### src/rtl/bcd_cal_pkg.sv
package bcd_cal_pkg;
  localparam int NUM_FLD = 7;
  localparam int SEL_W   = 3;

  typedef enum logic [SEL_W-1:0] {
    FLD_SEC  = 3'd0,
    FLD_MIN  = 3'd1,
    FLD_HOUR = 3'd2,
    FLD_DAY  = 3'd3,
    FLD_MON  = 3'd4,
    FLD_YEAR = 3'd5,
    FLD_DOW  = 3'd6,
    FLD_NONE = 3'd7
  } fld_e;

  function automatic logic [7:0] bcd_inc8(logic [7:0] v);
    if (v[3:0] == 4'd9) return {v[7:4] + 4'd1, 4'd0};
    return {v[7:4], v[3:0] + 4'd1};
  endfunction

  // multiple of 4: even tens with units 0/4/8, odd tens with units 2/6
  function automatic logic is_leap(logic [7:0] y);
    if (!y[4]) return (y[3:0] == 4'd0) || (y[3:0] == 4'd4) || (y[3:0] == 4'd8);
    return (y[3:0] == 4'd2) || (y[3:0] == 4'd6);
  endfunction

  function automatic logic [5:0] month_len(logic [4:0] m, logic leap);
    case (m)
      5'h02:                      return leap ? 6'h29 : 6'h28;
      5'h04, 5'h06, 5'h09, 5'h11: return 6'h30;
      default:                    return 6'h31;
    endcase
  endfunction
endpackage

### src/rtl/bcd_cal_sexa.sv
module bcd_cal_sexa (
  input  logic       clk_i,
  input  logic       rst_ni,
  input  logic       inc_i,
  input  logic       adj_i,
  input  logic       wr_i,
  input  logic [6:0] wr_val_i,
  output logic [6:0] val_o,
  output logic       carry_o
);
  logic [6:0] val_q, nxt;

  always_comb begin
    nxt     = val_q;
    carry_o = 1'b0;
    if (inc_i) begin
      if (val_q == 7'h59) begin
        nxt     = 7'h00;
        carry_o = 1'b1;
      end else if (val_q[3:0] == 4'd9) begin
        nxt = {val_q[6:4] + 3'd1, 4'd0};
      end else begin
        nxt = {val_q[6:4], val_q[3:0] + 4'd1};
      end
    end else if (adj_i) begin
      nxt     = 7'h00;
      carry_o = (val_q[6:4] >= 3'd3);
    end
    if (wr_i) nxt = wr_val_i;
  end

  always_ff @(posedge clk_i or negedge rst_ni)
    if (!rst_ni) val_q <= '0;
    else         val_q <= nxt;

  assign val_o = val_q;
endmodule

### src/rtl/bcd_cal_hour.sv
module bcd_cal_hour (
  input  logic       clk_i,
  input  logic       rst_ni,
  input  logic       inc_i,
  input  logic       mode24_i,
  input  logic       wr_i,
  input  logic [5:0] wr_val_i,
  input  logic       wr_pm_i,
  output logic [5:0] val_o,
  output logic       pm_o,
  output logic       carry_o
);
  logic [5:0] val_q, nxt, step;
  logic       pm_q, pm_n;

  assign step = (val_q[3:0] == 4'd9) ? {val_q[5:4] + 2'd1, 4'd0}
                                     : {val_q[5:4], val_q[3:0] + 4'd1};

  always_comb begin
    nxt     = val_q;
    pm_n    = pm_q;
    carry_o = 1'b0;
    if (inc_i) begin
      if (mode24_i) begin
        if (val_q == 6'h23) begin
          nxt     = 6'h00;
          carry_o = 1'b1;
        end else begin
          nxt = step;
        end
      end else begin
        if (val_q == 6'h11) begin
          nxt     = 6'h12;
          pm_n    = ~pm_q;
          carry_o = pm_q;  // PM -> AM starts a new day
        end else if (val_q == 6'h12) begin
          nxt = 6'h01;
        end else begin
          nxt = step;
        end
      end
    end
    if (wr_i) begin
      nxt  = wr_val_i;
      pm_n = wr_pm_i;
    end
  end

  always_ff @(posedge clk_i or negedge rst_ni)
    if (!rst_ni) begin
      val_q <= '0;
      pm_q  <= 1'b0;
    end else begin
      val_q <= nxt;
      pm_q  <= pm_n;
    end

  assign val_o = val_q;
  assign pm_o  = pm_q;
endmodule

### src/rtl/bcd_cal_date.sv
module bcd_cal_date import bcd_cal_pkg::*; (
  input  logic       clk_i,
  input  logic       rst_ni,
  input  logic       inc_i,
  input  logic       wr_day_i,
  input  logic       wr_mon_i,
  input  logic       wr_year_i,
  input  logic       wr_dow_i,
  input  logic [7:0] wr_data_i,
  output logic [5:0] day_o,
  output logic [4:0] mon_o,
  output logic [7:0] year_o,
  output logic [2:0] dow_o
);
  logic [5:0] day_q, day_n, last_day;
  logic [4:0] mon_q, mon_n;
  logic [7:0] year_q, year_n;
  logic [2:0] dow_q, dow_n;

  assign last_day = month_len(mon_q, is_leap(year_q));

  always_comb begin
    day_n  = day_q;
    mon_n  = mon_q;
    year_n = year_q;
    dow_n  = dow_q;
    if (inc_i) begin
      dow_n = (dow_q == 3'd6) ? 3'd0 : dow_q + 3'd1;
      if (day_q == last_day) begin
        day_n = 6'h01;
        if (mon_q == 5'h12) begin
          mon_n  = 5'h01;
          year_n = (year_q == 8'h99) ? 8'h00 : bcd_inc8(year_q);
        end else begin
          mon_n = (mon_q[3:0] == 4'd9) ? 5'h10 : {mon_q[4], mon_q[3:0] + 4'd1};
        end
      end else begin
        day_n = (day_q[3:0] == 4'd9) ? {day_q[5:4] + 2'd1, 4'd0}
                                     : {day_q[5:4], day_q[3:0] + 4'd1};
      end
    end
    if (wr_day_i)  day_n  = wr_data_i[5:0];
    if (wr_mon_i)  mon_n  = wr_data_i[4:0];
    if (wr_year_i) year_n = wr_data_i;
    if (wr_dow_i)  dow_n  = wr_data_i[2:0];
  end

  always_ff @(posedge clk_i or negedge rst_ni)
    if (!rst_ni) begin
      day_q  <= 6'h01;
      mon_q  <= 5'h01;
      year_q <= 8'h00;
      dow_q  <= 3'd0;
    end else begin
      day_q  <= day_n;
      mon_q  <= mon_n;
      year_q <= year_n;
      dow_q  <= dow_n;
    end

  assign day_o  = day_q;
  assign mon_o  = mon_q;
  assign year_o = year_q;
  assign dow_o  = dow_q;
endmodule

### src/rtl/bcd_calendar.sv
module bcd_calendar import bcd_cal_pkg::*; (
  input  logic             clk_i,
  input  logic             rst_ni,
  input  logic             tick_i,
  input  logic             run_i,
  input  logic             hold_i,
  input  logic             mode24_i,
  input  logic             adj_i,
  input  logic             wr_en_i,
  input  logic [SEL_W-1:0] wr_sel_i,
  input  logic [7:0]       wr_data_i,
  output logic [6:0]       sec_o,
  output logic [6:0]       min_o,
  output logic [5:0]       hour_o,
  output logic             pm_o,
  output logic [5:0]       day_o,
  output logic [4:0]       month_o,
  output logic [7:0]       year_o,
  output logic [2:0]       dow_o,
  output logic             busy_o,
  output logic             sec_stb_o,
  output logic             min_stb_o,
  output logic             hour_stb_o,
  output logic             day_stb_o
);
  logic busy_q, op_inc_q, pend_q;
  logic adj_take, inc_take, step_inc, step_adj;
  logic sec_c, min_c, hour_c;
  logic [NUM_FLD-1:0] wr_hit;
  logic [3:0] stb_q;

  // requests are taken only between updates; a tick that cannot be taken stays pending
  assign adj_take = adj_i & ~busy_q;
  assign inc_take = ~busy_q & ~adj_take & run_i & ~hold_i & (tick_i | pend_q);
  assign step_inc = busy_q & op_inc_q;
  assign step_adj = busy_q & ~op_inc_q;

  always_ff @(posedge clk_i or negedge rst_ni)
    if (!rst_ni) begin
      busy_q   <= 1'b0;
      op_inc_q <= 1'b0;
      pend_q   <= 1'b0;
    end else begin
      busy_q   <= adj_take | inc_take;
      op_inc_q <= inc_take;
      pend_q   <= run_i & ~inc_take & (pend_q | tick_i);
    end

  for (genvar g = 0; g < NUM_FLD; g++) begin : g_wr_dec
    assign wr_hit[g] = wr_en_i & ~busy_q & (wr_sel_i == SEL_W'(g));
  end

  bcd_cal_sexa u_sec (
    .clk_i, .rst_ni,
    .inc_i    (step_inc),
    .adj_i    (step_adj),
    .wr_i     (wr_hit[FLD_SEC]),
    .wr_val_i (wr_data_i[6:0]),
    .val_o    (sec_o),
    .carry_o  (sec_c)
  );

  bcd_cal_sexa u_min (
    .clk_i, .rst_ni,
    .inc_i    (sec_c),
    .adj_i    (1'b0),
    .wr_i     (wr_hit[FLD_MIN]),
    .wr_val_i (wr_data_i[6:0]),
    .val_o    (min_o),
    .carry_o  (min_c)
  );

  bcd_cal_hour u_hour (
    .clk_i, .rst_ni,
    .inc_i    (min_c),
    .mode24_i (mode24_i),
    .wr_i     (wr_hit[FLD_HOUR]),
    .wr_val_i (wr_data_i[5:0]),
    .wr_pm_i  (wr_data_i[7]),
    .val_o    (hour_o),
    .pm_o     (pm_o),
    .carry_o  (hour_c)
  );

  bcd_cal_date u_date (
    .clk_i, .rst_ni,
    .inc_i     (hour_c),
    .wr_day_i  (wr_hit[FLD_DAY]),
    .wr_mon_i  (wr_hit[FLD_MON]),
    .wr_year_i (wr_hit[FLD_YEAR]),
    .wr_dow_i  (wr_hit[FLD_DOW]),
    .wr_data_i (wr_data_i),
    .day_o     (day_o),
    .mon_o     (month_o),
    .year_o    (year_o),
    .dow_o     (dow_o)
  );

  always_ff @(posedge clk_i or negedge rst_ni)
    if (!rst_ni) stb_q <= '0;
    else         stb_q <= {hour_c, min_c, sec_c, step_inc};

  assign busy_o     = busy_q;
  assign sec_stb_o  = stb_q[0];
  assign min_stb_o  = stb_q[1];
  assign hour_stb_o = stb_q[2];
  assign day_stb_o  = stb_q[3];
endmodule

### config.mk
export PLATFORM = sky130hd
export DESIGN_NAME = bcd_calendar
export DESIGN_NICKNAME = d
export VERILOG_FILES = /design/src/rtl/bcd_cal_pkg.sv /design/src/rtl/bcd_cal_sexa.sv /design/src/rtl/bcd_cal_hour.sv /design/src/rtl/bcd_cal_date.sv /design/src/rtl/bcd_calendar.sv
export SDC_FILE = /design/constraint.sdc
export NUM_CORES = 1
export LEC_CHECK = 0
export BUFFER_PORTS_ARGS = -buffer_cell sky130_fd_sc_hd__buf_2
export CAP_MARGIN = 20
export CELL_PAD_IN_SITES_DETAIL_PLACEMENT = 0
export CELL_PAD_IN_SITES_GLOBAL_PLACEMENT = 1
export CORE_AREA = 2 2 92 94
export CTS_CLUSTER_DIAMETER = 150
export CTS_CLUSTER_SIZE = 12
export DETAILED_ROUTE_END_ITERATION = 8
export DIE_AREA = 0 0 94 96
export PLACE_DENSITY_LB_ADDON = 0.08
export SETUP_SLACK_MARGIN = 0.15
export SLEW_MARGIN = 20
export SYNTH_ARGS = -nofsm -noshare
export SYNTH_HDL_FRONTEND = slang
export SYNTH_SLANG_ARGS = --single-unit
### constraint.sdc
create_clock -name clk_i -period 2.9 [get_ports clk_i]
set_input_delay 0.145 -clock clk_i [delete_from_list [all_inputs] [get_ports clk_i]]
set_output_delay 0.145 -clock clk_i [all_outputs]
set_load 0.05 [all_outputs]
==> qor.txt <==
switching pwr: 1.31 mW
layout cells sized above 1: 26.1%
Die W: 94 um
worst hold path startpoint: adj_i
I/O pins: 67
Seq pwr share: 39.1%
Wirelength per Cell: 16.4 um
worst-path fanout max: 7
commonest non-fill, non-tap cells in the layout: 66 x buf_2, 45 x nor2_1, 42 x dfrtp_1
Worst Max-Slew Pin Slew: 0.746 ns
top cells by area, synth: dfrtp_1 37%, ha_1 5.8%, nor2_1 5.2%
min Tclk post-route: 2.68 ns
root buf cell: clkbuf_8
router iterations before antenna repair: 4
fraction of the mapped netlist area in adder cells: 5.78%
register area share after synthesis: 38.6%
number of global-route vias before repair: 2710
Final Skew: 0.00468 ns
synthesized cell area: 3250 um2
final-report hold violation count: 0
CTS tree: done
critical path endpoint category: flip-flop
GR peak layer: met1
Std-Cell Rows: 33
largest family of logic cells by synthesized area: simple AND/OR/NAND/NOR gates
CP arrival: 2.91 ns
hpwl dp: 6.59 mm
hold_ws: 0.0493 ns
FF+latch count, synth: 50
WS Path Type: reg -> reg
Mapped Cells: 378
synth warn: 0
post-route setup TNS: 0 ns
final worst-path cycle share: 92.3%
status: finished clean
R2R Path Start: u_date.mon_o[4]$_DFFE_PN0P_
multiplexer share of the synthesized area: 1.62%
met3 usage: 2.66%
cell-internal power: 1.39 mW
number of diodes: 0
Pwr Density: 687 nW/um2
Layout Nets: 493
DR iter-0 viols: 143
FFs w/ async S/R, synth: 100%
Synth Area in Simple Gates: 25.9%
clock power share: 16.6%
FMAX: 0.374 GHz
port bufs: 66
crit start category: flip-flop
fillers: 831
Core ar.: 8050 um2
met1 capacity usage during global routing: 31.6%
clock sink total: 50
Compound-Gate Fraction of Synth Area: 22.0%
Avg Inst Size Synth: 8.59 um2
Slew HR: 50.2%
layout overhead on the synthesized area: 21.2%
Yosys top cell area share: 37.0%
Routed Antenna Nets: 0
hold path depth: 2
worst path required time: 3.13 ns
DR vias: 3149
Comb pwr share: 44.3%
EDFF count, synth: 0
Yosys top cell by area: dfrtp_1
count of endpoints failing setup in the final report: 0
met2 Use GR: 30.8%
RSZ-0062 raised after global routing: no
Overall Global Routing Usage: 20.4%
gpl congestion: 0.832
total CTS buffers: 5
Peak supply drop: 0.362 mV
fin. max-slew vios: 0
CTS clk-pin slew, worst paths: 0.10 ns
final wirelength: 9.25 mm
vias per inst: 5.57
main flop type after synthesis: dfrtp_1
grt ovf: 0
antenna violations before repair: 0
Critical path origin: u_date.mon_o[4]$_DFFE_PN0P_
Worst Hold Class: in -> reg
Leakage: 1.79 nW
reg2reg path depth: 6
Max Cap Viol: 0
htree depth: 2
die footprint: 9020 um2
global-route wire length before repair: 14.4 mm
syn_nets: 412
total chip power: 2.70 mW
largest net degree at the start of global routing: 31
most common cell after layout, fill and taps aside: buf_2
Die Ht: 96 um
Clock Tree Buf Depth: 2
Clock Latency Late Sink: 0.31 ns
Initial Utilization: 40.3%
DR DRC count: 0
post-synthesis xor/xnor area fraction: 1.35%
post-synthesis cell type count: 63
switching part of the total: 48.6%
==> power by group through the flow <==
stage | clock [mW] | combinational (mW) | sequential (mW)
4_1_cts | 0.460 | 1.18 | 1.06
6_report | 0.447 | 1.20 | 1.06
5_1_grt | 0.483 | 1.31 | 1.09
3_5_place_dp | 0 | 1.18 | 1.07
3_3_place_gp | 0 | 1.17 | 1.07
2_1_floorplan | 0 | 0.426 | 1.49
==> layout make-up <==
cell class                 instances  area, um2  share of cell area, %
clock inverter                     2       12.5                  0.318
multi-input combinational        291       1860                   47.3
tap                              105        131                   3.34
inverter                          23       86.3                   2.20
clock buffer                       6       82.6                   2.10
timing repair buffer              88        498                   12.7
sequential                        50       1260                   32.1
==> through the flow <==
stage / setup WS (ns) / area (um2) / cells / util [%]
3_3_place_gp: 0.253 / 3760 / 549 / 46.7
2_1_floorplan: 0.156 / 3250 / 378 / -
4_1_cts: 0.184 / 3860 / 558 / 48.0
5_1_grt: 0.140 / 3930 / 565 / 48.8
6_report: 0.223 / 3930 / 565 / 48.8
3_5_place_dp: 0.183 / 3760 / 549 / 46.7
==> logic make-up (layout without fill, tap and decap cells) <==
family | Yosys count | after routing
AND/OR/NAND/NOR | 160 | 161
AO/OA/AOI/OAI | 105 | 105
flip-flops | 50 | 50
buffers and inverters | 38 | 119
adder cells (fa/ha/maj) | 15 | 15
XOR/XNOR | 5 | 5
multiplexers | 5 | 5
==> per-layer routing <==
metal	wire length, um	up-vias
met5	0	-
met4	67	0
met3	571	5
met2	4050	98
met1	4560	1493
li1	-	1553
==> Yosys cell counts, drive strengths merged (3+ instances only) <==
library cell and n:
nor3b 3, clkbuf 11, nand2b 5, nor2 45, a221o 7, nand2 32
or2 4, a22oi 4, a31oi 14, nor3 13, xnor2 3, nand3 14
inv 23, dfrtp 48, ha 15, o31ai 3, and3 3, buf 4
or3 11, or4b 4, mux2i 3, a21oi 15, o21ai 29, nor2b 7
o211ai 4, nand4 4, nand3b 4, o22ai 4
==> flip-flops by register name, indices dropped and copies added, names as in the netlist, 3 cells and up <==
register and count:
u_min.val_o 7, u_date.day_o 6, u_date.year_o 8, u_date.mon_o 5
u_sec.val_o 7, u_hour.val_o 6, u_date.dow_o 3, stb_q 4
==> worst paths after layout <==
kind | end | slack [ns]
worst max-delay path | u_date.year_o[1]$_DFFE_PN0P_ | 0.22
worst min-delay path | busy_o$_DFF_PN0_ | 0.05
worst max register to register | u_date.year_o[1]$_DFFE_PN0P_ | 0.22
worst min register to register | pend_q$_DFF_PN0_ | 0.57
max in group asynchronous | u_date.day_o[0]$_DFFE_PN1P_ | 1.76
min in group asynchronous | u_date.day_o[3]$_DFFE_PN0P_ | 0.43
==> critical path: stages, from the launching register on <==
cell,delay [ns]
dfrtp_2,0.44
or4b_4,0.50
or4b_4,0.51
a21oi_4,0.28
nand4_4,0.19
or4b_1,0.50
a31oi_1,0.18
==> what timing repair did <==
action | in CTS | in global routing
endpoints found under the setup margin | 0 | 6
buffers inserted | 0 | 6
hold endpoints to repair | 27 | 0
hold buffers | 1 | 0
resized for setup | 0 | 3
No activity file was read; power rests on OpenSTA's default activity.
